==> config.mk <==
export PLATFORM = sky130hd
export DESIGN_NAME = l2_stream_prefetcher
export DESIGN_NICKNAME = d
export VERILOG_FILES = /design/src/rtl/pf_pkg.sv /design/src/rtl/pf_stream_pool.sv /design/src/rtl/pf_pend_queue.sv /design/src/rtl/l2_stream_prefetcher.sv
export SDC_FILE = /design/constraint.sdc
export NUM_CORES = 2
export LEC_CHECK = 0
export ABC_AREA = 1
export BUFFER_PORTS_ARGS = -buffer_cell sky130_fd_sc_hd__clkbuf_2
export CELL_PAD_IN_SITES_DETAIL_PLACEMENT = 1
export CELL_PAD_IN_SITES_GLOBAL_PLACEMENT = 2
export CORE_MARGIN = 2
export CORE_UTILIZATION = 34
export DETAILED_ROUTE_END_ITERATION = 10
export HOLD_SLACK_MARGIN = 0.15
export PLACE_DENSITY_LB_ADDON = 0.2
export REMOVE_ABC_BUFFERS = 1
export SLEW_MARGIN = 15
export SYNTH_ARGS = -nofsm -noshare
export SYNTH_HDL_FRONTEND = slang
export SYNTH_SLANG_ARGS = --single-unit
export TNS_END_PERCENT = 50
==> constraint.sdc <==
create_clock -name clk -period 5.3 [get_ports clk]
set_input_delay 0.265 -clock clk [delete_from_list [all_inputs] [get_ports clk]]
set_output_delay 0.265 -clock clk [all_outputs]
set_load 0.05 [all_outputs]
==> src/rtl/pf_pkg.sv <==
package pf_pkg;
   typedef enum logic [1:0] {
      ACC_LOAD    = 2'd0,
      ACC_RFO     = 2'd1,
      ACC_SWPF    = 2'd2,
      ACC_NOTRAIN = 2'd3
   } acc_kind_e;
endpackage

==> src/rtl/pf_stream_pool.sv <==
module pf_stream_pool #(
   parameter int N      = 16,
   parameter int LW     = 26,
   parameter bit ASCEND = 1'b1
) (
   input  logic          clk,
   input  logic          rst_n,
   input  logic          look_v,
   input  logic [LW-1:0] look_line,
   input  logic          take,
   input  logic          alloc,
   output logic          hit
);
   localparam int IW = (N > 1) ? $clog2(N) : 1;

   logic [LW-1:0] nxt_q [N];
   logic [N-1:0]  vld_q;
   logic [IW-1:0] age_q [N];
   logic [N-1:0]  match;
   logic [IW-1:0] hit_idx, vic_idx, tch_idx;
   logic          tch;
   logic [LW-1:0] step_line;

   if (N < 1) begin : g_bad_n
      $error("pf_stream_pool: N must be at least 1");
   end

   // direction variant: the expectation moves one line up or down
   if (ASCEND) begin : g_up
      assign step_line = look_line + 1'b1;
   end else begin : g_dn
      assign step_line = look_line - 1'b1;
   end

   for (genvar i = 0; i < N; i++) begin : g_cmp
      assign match[i] = vld_q[i] && (nxt_q[i] == look_line);
   end

   always_comb begin
      hit_idx = '0;
      for (int i = N - 1; i >= 0; i--) begin
         if (match[i]) hit_idx = IW'(i);
      end
      vic_idx = '0;
      for (int i = 0; i < N; i++) begin
         if (age_q[i] == IW'(N - 1)) vic_idx = IW'(i);
      end
   end

   assign hit     = look_v && (|match);
   assign tch     = (hit && take) || alloc;
   assign tch_idx = alloc ? vic_idx : hit_idx;

   always_ff @(posedge clk) begin
      if (!rst_n) begin
         vld_q <= '0;
         for (int i = 0; i < N; i++) begin
            nxt_q[i] <= '0;
            age_q[i] <= IW'(N - 1 - i);
         end
      end else if (tch) begin
         for (int i = 0; i < N; i++) begin
            if (IW'(i) == tch_idx) begin
               age_q[i] <= '0;
               nxt_q[i] <= step_line;
               vld_q[i] <= 1'b1;
            end else if (age_q[i] < age_q[tch_idx]) begin
               age_q[i] <= age_q[i] + 1'b1;
            end
         end
      end
   end
endmodule

==> src/rtl/pf_pend_queue.sv <==
module pf_pend_queue #(
   parameter int QD  = 4,
   parameter int LW  = 26,
   parameter int QCW = $clog2(QD + 1)
) (
   input  logic           clk,
   input  logic           rst_n,
   input  logic           drop_mode,
   input  logic           pop,
   input  logic           c0_v,
   input  logic [LW-1:0]  c0_line,
   input  logic           c1_v,
   input  logic [LW-1:0]  c1_line,
   output logic [LW-1:0]  head_line,
   output logic [QCW-1:0] cnt
);
   logic [LW-1:0]  q_line [QD];
   logic [QCW-1:0] cnt_q;
   logic [QD-1:0]  eq0, eq1;
   logic           dup0, dup1, w0, w1, rm;
   logic [LW-1:0]  nl [QD];
   logic [QCW-1:0] nc;

   for (genvar i = 0; i < QD; i++) begin : g_dup
      assign eq0[i] = (QCW'(i) < cnt_q) && (q_line[i] == c0_line);
      assign eq1[i] = (QCW'(i) < cnt_q) && (q_line[i] == c1_line);
   end

   assign dup0 = |eq0;
   assign dup1 = |eq1;
   assign w0   = c0_v && !drop_mode && !dup0;
   assign w1   = c1_v && !drop_mode && !dup1 && !(c0_v && (c1_line == c0_line));
   assign rm   = (pop || drop_mode) && (cnt_q != '0);

   always_comb begin
      nc = cnt_q;
      for (int i = 0; i < QD; i++) nl[i] = q_line[i];
      if (rm) begin
         for (int i = 0; i < QD - 1; i++) nl[i] = q_line[i + 1];
         nc = cnt_q - 1'b1;
      end
      if (w0 && (nc < QCW'(QD))) begin
         for (int i = 0; i < QD; i++) begin
            if (QCW'(i) == nc) nl[i] = c0_line;
         end
         nc = nc + 1'b1;
      end
      if (w1 && (nc < QCW'(QD))) begin
         for (int i = 0; i < QD; i++) begin
            if (QCW'(i) == nc) nl[i] = c1_line;
         end
         nc = nc + 1'b1;
      end
   end

   always_ff @(posedge clk) begin
      if (!rst_n) begin
         cnt_q <= '0;
         for (int i = 0; i < QD; i++) q_line[i] <= '0;
      end else begin
         cnt_q <= nc;
         for (int i = 0; i < QD; i++) q_line[i] <= nl[i];
      end
   end

   assign head_line = q_line[0];
   assign cnt       = cnt_q;
endmodule

==> src/rtl/l2_stream_prefetcher.sv <==
module l2_stream_prefetcher
   import pf_pkg::*;
#(
   parameter int AW        = 32,
   parameter int LINE_B    = 6,
   parameter int PAGE_B    = 12,
   parameter int FWD_N     = 16,
   parameter int BWD_N     = 4,
   parameter int TRIG_DIST = 4,
   parameter int QD        = 4,
   parameter int LVLW      = 4,
   parameter int HWM       = 12
) (
   input  logic            clk,
   input  logic            rst_n,
   input  logic            acc_valid,
   input  logic [AW-1:0]   acc_addr,
   input  logic [1:0]      acc_kind,
   input  logic            acc_miss,
   input  logic            dem_pending,
   input  logic [LVLW-1:0] busq_level,
   input  logic            pf_ready,
   output logic            pf_valid,
   output logic [AW-1:0]   pf_addr
);
   localparam int LW  = AW - LINE_B;
   localparam int PGL = PAGE_B - LINE_B;
   localparam int QCW = $clog2(QD + 1);

   if (PAGE_B <= LINE_B || PAGE_B >= AW) begin : g_bad_page
      $error("l2_stream_prefetcher: page must be wider than a line and narrower than the address");
   end
   if (TRIG_DIST < 1) begin : g_bad_dist
      $error("l2_stream_prefetcher: TRIG_DIST must be at least 1");
   end
   if (QD < 2) begin : g_bad_qd
      $error("l2_stream_prefetcher: QD must hold both candidates of one access");
   end
   if (HWM >= (1 << LVLW)) begin : g_bad_hwm
      $error("l2_stream_prefetcher: HWM must be reachable by busq_level");
   end

   acc_kind_e      kind;
   logic           train, tmiss, over;
   logic [LW-1:0]  line, last_q;
   logic           last_v_q;
   logic           near_up, near_dn;
   logic           fwd_hit, bwd_hit, fwd_alloc, bwd_alloc;
   logic           s_up, s_dn, s_vld;
   logic [LW-1:0]  s_line, a_line, head_line;
   logic [QCW-1:0] q_cnt;
   logic           unused_lo;

   assign kind      = acc_kind_e'(acc_kind);
   assign unused_lo = ^acc_addr[LINE_B-1:0];
   assign line      = acc_addr[AW-1:LINE_B];
   assign train     = acc_valid && (kind != ACC_NOTRAIN);
   assign tmiss     = train && acc_miss;
   assign over      = busq_level > LVLW'(HWM);

   assign near_up = last_v_q && (line > last_q) && ((line - last_q) <= LW'(TRIG_DIST));
   assign near_dn = last_v_q && (line < last_q) && ((last_q - line) <= LW'(TRIG_DIST));

   assign fwd_alloc = tmiss && !fwd_hit && !bwd_hit && near_up;
   assign bwd_alloc = tmiss && !fwd_hit && !bwd_hit && near_dn;

   pf_stream_pool #(.N(FWD_N), .LW(LW), .ASCEND(1'b1)) u_fwd (
      .clk       (clk),
      .rst_n     (rst_n),
      .look_v    (train),
      .look_line (line),
      .take      (1'b1),
      .alloc     (fwd_alloc),
      .hit       (fwd_hit)
   );

   pf_stream_pool #(.N(BWD_N), .LW(LW), .ASCEND(1'b0)) u_bwd (
      .clk       (clk),
      .rst_n     (rst_n),
      .look_v    (train),
      .look_line (line),
      .take      (!fwd_hit),
      .alloc     (bwd_alloc),
      .hit       (bwd_hit)
   );

   assign s_up   = fwd_hit || fwd_alloc;
   assign s_dn   = (bwd_hit && !fwd_hit) || bwd_alloc;
   assign s_line = s_up ? (line + 1'b1) : (line - 1'b1);
   assign s_vld  = (s_up || s_dn) && (s_line[LW-1:PGL] == line[LW-1:PGL]);
   assign a_line = {line[LW-1:1], ~line[0]};

   always_ff @(posedge clk) begin
      if (!rst_n) begin
         last_v_q <= 1'b0;
         last_q   <= '0;
      end else if (tmiss) begin
         last_v_q <= 1'b1;
         last_q   <= line;
      end
   end

   pf_pend_queue #(.QD(QD), .LW(LW), .QCW(QCW)) u_queue (
      .clk       (clk),
      .rst_n     (rst_n),
      .drop_mode (over),
      .pop       (pf_valid && pf_ready),
      .c0_v      (s_vld),
      .c0_line   (s_line),
      .c1_v      (tmiss),
      .c1_line   (a_line),
      .head_line (head_line),
      .cnt       (q_cnt)
   );

   assign pf_valid = (q_cnt != '0) && !dem_pending && !over;
   assign pf_addr  = {head_line, {LINE_B{1'b0}}};
endmodule

==> out/metrics.yaml <==
die:
  dieArea_um2: 145000
  die_y_um: 380
  die_width_um: 380
  fp-row-count: 138
  start_util_pct: 34.1
  pin_count: 77
  core_um2: 141000
timing:
  final_hold_viol_count: 0
  setup_violations: 147
  post-route-min-period_ns: 5.51
  fin_ws_ns: -0.209
  period_share_pct: 104
  clock_skew_ns: 0.0701
  max_freq_mhz: 182
  rsz0062_at_grt: "yes"
  drv_slew: 0
  worst_slew_pin_slew_ns: 1.24
  slew_headroom_pct: 16.7
power:
  peakVddDrop_v: 0.000313
  cellLeakagePower_nw: 27.5
  power_density_nw_per_um2: 291
place:
  place_area_um2: 56600
  portBuffers: 64
  dp_cells: 8965
  finalWeightedCongestion: 0.985
  dp_hpwl_um: 185000
drt:
  routedWlPerCell_um: 27.2
  antenna_left: 0
  drt-pass1-iter-count: 5
  avgViaCountPerCell: 5.35
  wirelength_um: 251000
  drc: 0
  num_vias: 49200
  first_iter_violations: 4202
yosys:
  netlist_area_um2: 48100
  synthArstFlopShare_pct: 0
  synth_cell_types: 71
  seq_area_frac_synth_pct: 43.3
  yosys_warnings: 0
  synth-main-ff-cell: "edfxtp_1"
  synth_edf_count: 592
  synth_seq_cells: 746
  syn_inst: 6473
  syn_avg_cell_area_um2: 7.44
clock_network:
  cts.path.max_buffers: 3
  cts_tree: "done"
  cts_sinks: 746
  cts_htree_levels: 3
  cts.clk_slew.worst_paths_ns: 0.06
  numCtsBuffers: 94
  clkLatencyLatePin_ns: 0.76
  ctsRootBufferMaster: "clkbuf_16"
worst_setup_path:
  cp-start-kind: "flip-flop"
  worst-path-stages: 41
  path_buf_inv: 8
  r2r_cells: 41
  worstSetupPathType: "flip-flop to flip-flop"
  max_stage_delay_ns: 0.32
  cp_max_fo: 10
  slowest_stage: "dfxtp_1"
  arrival_ns: 6.10
  cpLargestDelayFamily: "simple AND/OR/NAND/NOR gates"
  crit_top_cell: "nand2_1"
  cp.required_ns: 5.89
  end_kind: "flip-flop"
global_route:
  grt_pass1_wl_um: 355000
  track_usage_pct: 33.8
  grtUsageMet1_pct: 45.1
  top_usage_layer: "met2"
  grt_pass1_vias: 49500
  antenna_found_initial: 12
  grt-ovfl-total: 0
  use_met3_pct: 5.15
  met2_usage_pct: 55.1
  grt_max_degree: 108
layout:
  drive_above_1_share_pct: 20.7
  fin_nets: 7417
  fin_area_um2: 62400
  register_area_um2: 20900
  instances_no_fill: 9207
  multiInputGateArea_um2: 24500
  area_growth_pct: 29.6
  fillCellCount: 17200
status:
  status: "finished, violations left"
  violations: "negative setup slack"
job:
  max_cap_viol_count: 0
worst_hold_path:
  hold-path-cell-count: 4
  min_path_type: "input pin to flip-flop"
[logic make-up after synthesis]
kind of cell	count (synthesis)	synth area share, %
and+or+nand+nor	3568	30.5
buffers and inverters	1021	9.12
DFF	746	43.3
AOI/OAI and AO/OA	684	7.66
xor gates and xnor gates	316	5.78
adders and majority gates	137	3.58
other	1	0.00779
[state kept, by name, summed over array words and instances, names as in the netlist]
| register | flops |
|---|---|
| last_q | 26 |
| u_fwd.nxt_q | 416 |
| u_queue.q_line | 104 |
| u_bwd.nxt_q | 104 |
| last_v_q | 1 |
| u_queue.cnt | 3 |
| u_bwd.vld_q | 4 |
| u_fwd.vld_q | 16 |
| u_bwd.age_q | 8 |
| u_fwd.age_q | 64 |
[through the flow]
step	TNS, ns	power (mW)	setup slack [ns]	utilization (%)	hold WS, ns
after floorplan	-231.61	8.85	-2.50	-	0.385
after global placement	-390.31	11.0	-1.44	40.1	0.449
after detailed placement	-460.46	11.1	-1.60	40.1	0.467
after CTS	-24.27	18.1	-0.200	43.4	0.169
after global routing	-66.99	18.7	-0.434	44.2	0.235
final	-11.59	18.1	-0.209	44.2	0.213
[power breakdown]
group / switching (mW) / internal (mW)
sequential: 0.304 / 6.63
clock: 2.88 / 3.92
combinational: 3.00 / 1.40
total: 6.18 / 11.9
[worst reg2reg max path: cells and delay by family, from the launching register on]
| kind | cells | cell delay, ns |
|---|---|---|
| AOI/OAI and AO/OA | 1 | 0.21 |
| adders and majority gates | 2 | 0.48 |
| buffers and inverters | 8 | 1.13 |
| DFF | 1 | 0.32 |
| and+or+nand+nor | 30 | 3.25 |
[synth_stat cells (all sizes together) (106+ instances only)]
library cell / count / area share [%]
xnor2: 140 / 2.5
inv: 664 / 5.2
edfxtp: 592 / 37
dfxtp: 154 / 6.4
a21oi: 120 / 1.3
o21ai: 451 / 4.7
ha: 136 / 3.5
nand4: 152 / 2.1
nand2: 1852 / 15
nor2: 1147 / 9.1
clkbuf: 106 / 0.83
nand3: 337 / 3.7
buf: 222 / 2.9
xor2: 176 / 3.2
[timing repair]
item | in CTS | in global routing
hold endpoints to repair | 39 | 0
hold buffers | 8 | 0
cloned | 11 | 2
setup endpoints to repair | 277 | 251
gates resized for setup | 184 | 247
setup buffers | 23 | 23
pin swaps | 28 | 58
[worst paths after layout]
check,startpoint,endpoint,slack (ns)
max,last_q[6]$_SDFFE_PN0P_,u_queue.q_line[0][13]$_SDFF_PN0_,-0.21
min reg2reg,u_fwd.vld_q[11]$_SDFFE_PN0P_,u_fwd.vld_q[11]$_SDFFE_PN0P_,0.47
min,acc_addr[27],last_q[21]$_SDFFE_PN0P_,0.21
max reg2reg,last_q[6]$_SDFFE_PN0P_,u_queue.q_line[0][13]$_SDFF_PN0_,-0.21
[metal layers]
metal  part of all wire (%)  wire length (um)
met1                     43            107000
met2                     46            115000
met3                    6.9             17200
met4                    4.4             11000
met5                 0.0068                17
[cell usage in the layout (no fill, tap or decap), types with 11 or more instances in the layout]
master,n
nand3_4,11
xor2_1,173
clkinv_1,40
dfxtp_1,147
nand3_2,31
nor4_1,24
clkbuf_16,96
nor2_4,13
a21oi_1,110
nor2_1,1086
o21ai_0,334
nand3_1,295
edfxtp_1,592
clkbuf_2,62
nand2_1,1743
xnor2_1,140
ha_4,27
buf_6,27
o21ai_1,111
nand2_4,36
or2_2,11
nor3_1,18
nand2_2,69
clkinv_2,18
nor2_2,47
clkbuf_1,19
o22ai_1,41
ha_1,101
nand4_1,148
inv_1,599
buf_4,782
buf_12,93
inv_2,60
[cell type report]
class	instances	area share, %
Antenna cell	2	0.00802
Clock buffer	122	4.10
Clock inverter	53	1.03
Inverter	693	4.20
Multi-Input combinational cell	4711	39.2
Sequential cell	746	33.5
Tap cell	1890	3.79
Timing Repair Buffer	990	14.2
Note: power is estimated with default switching activity, not from simulation.
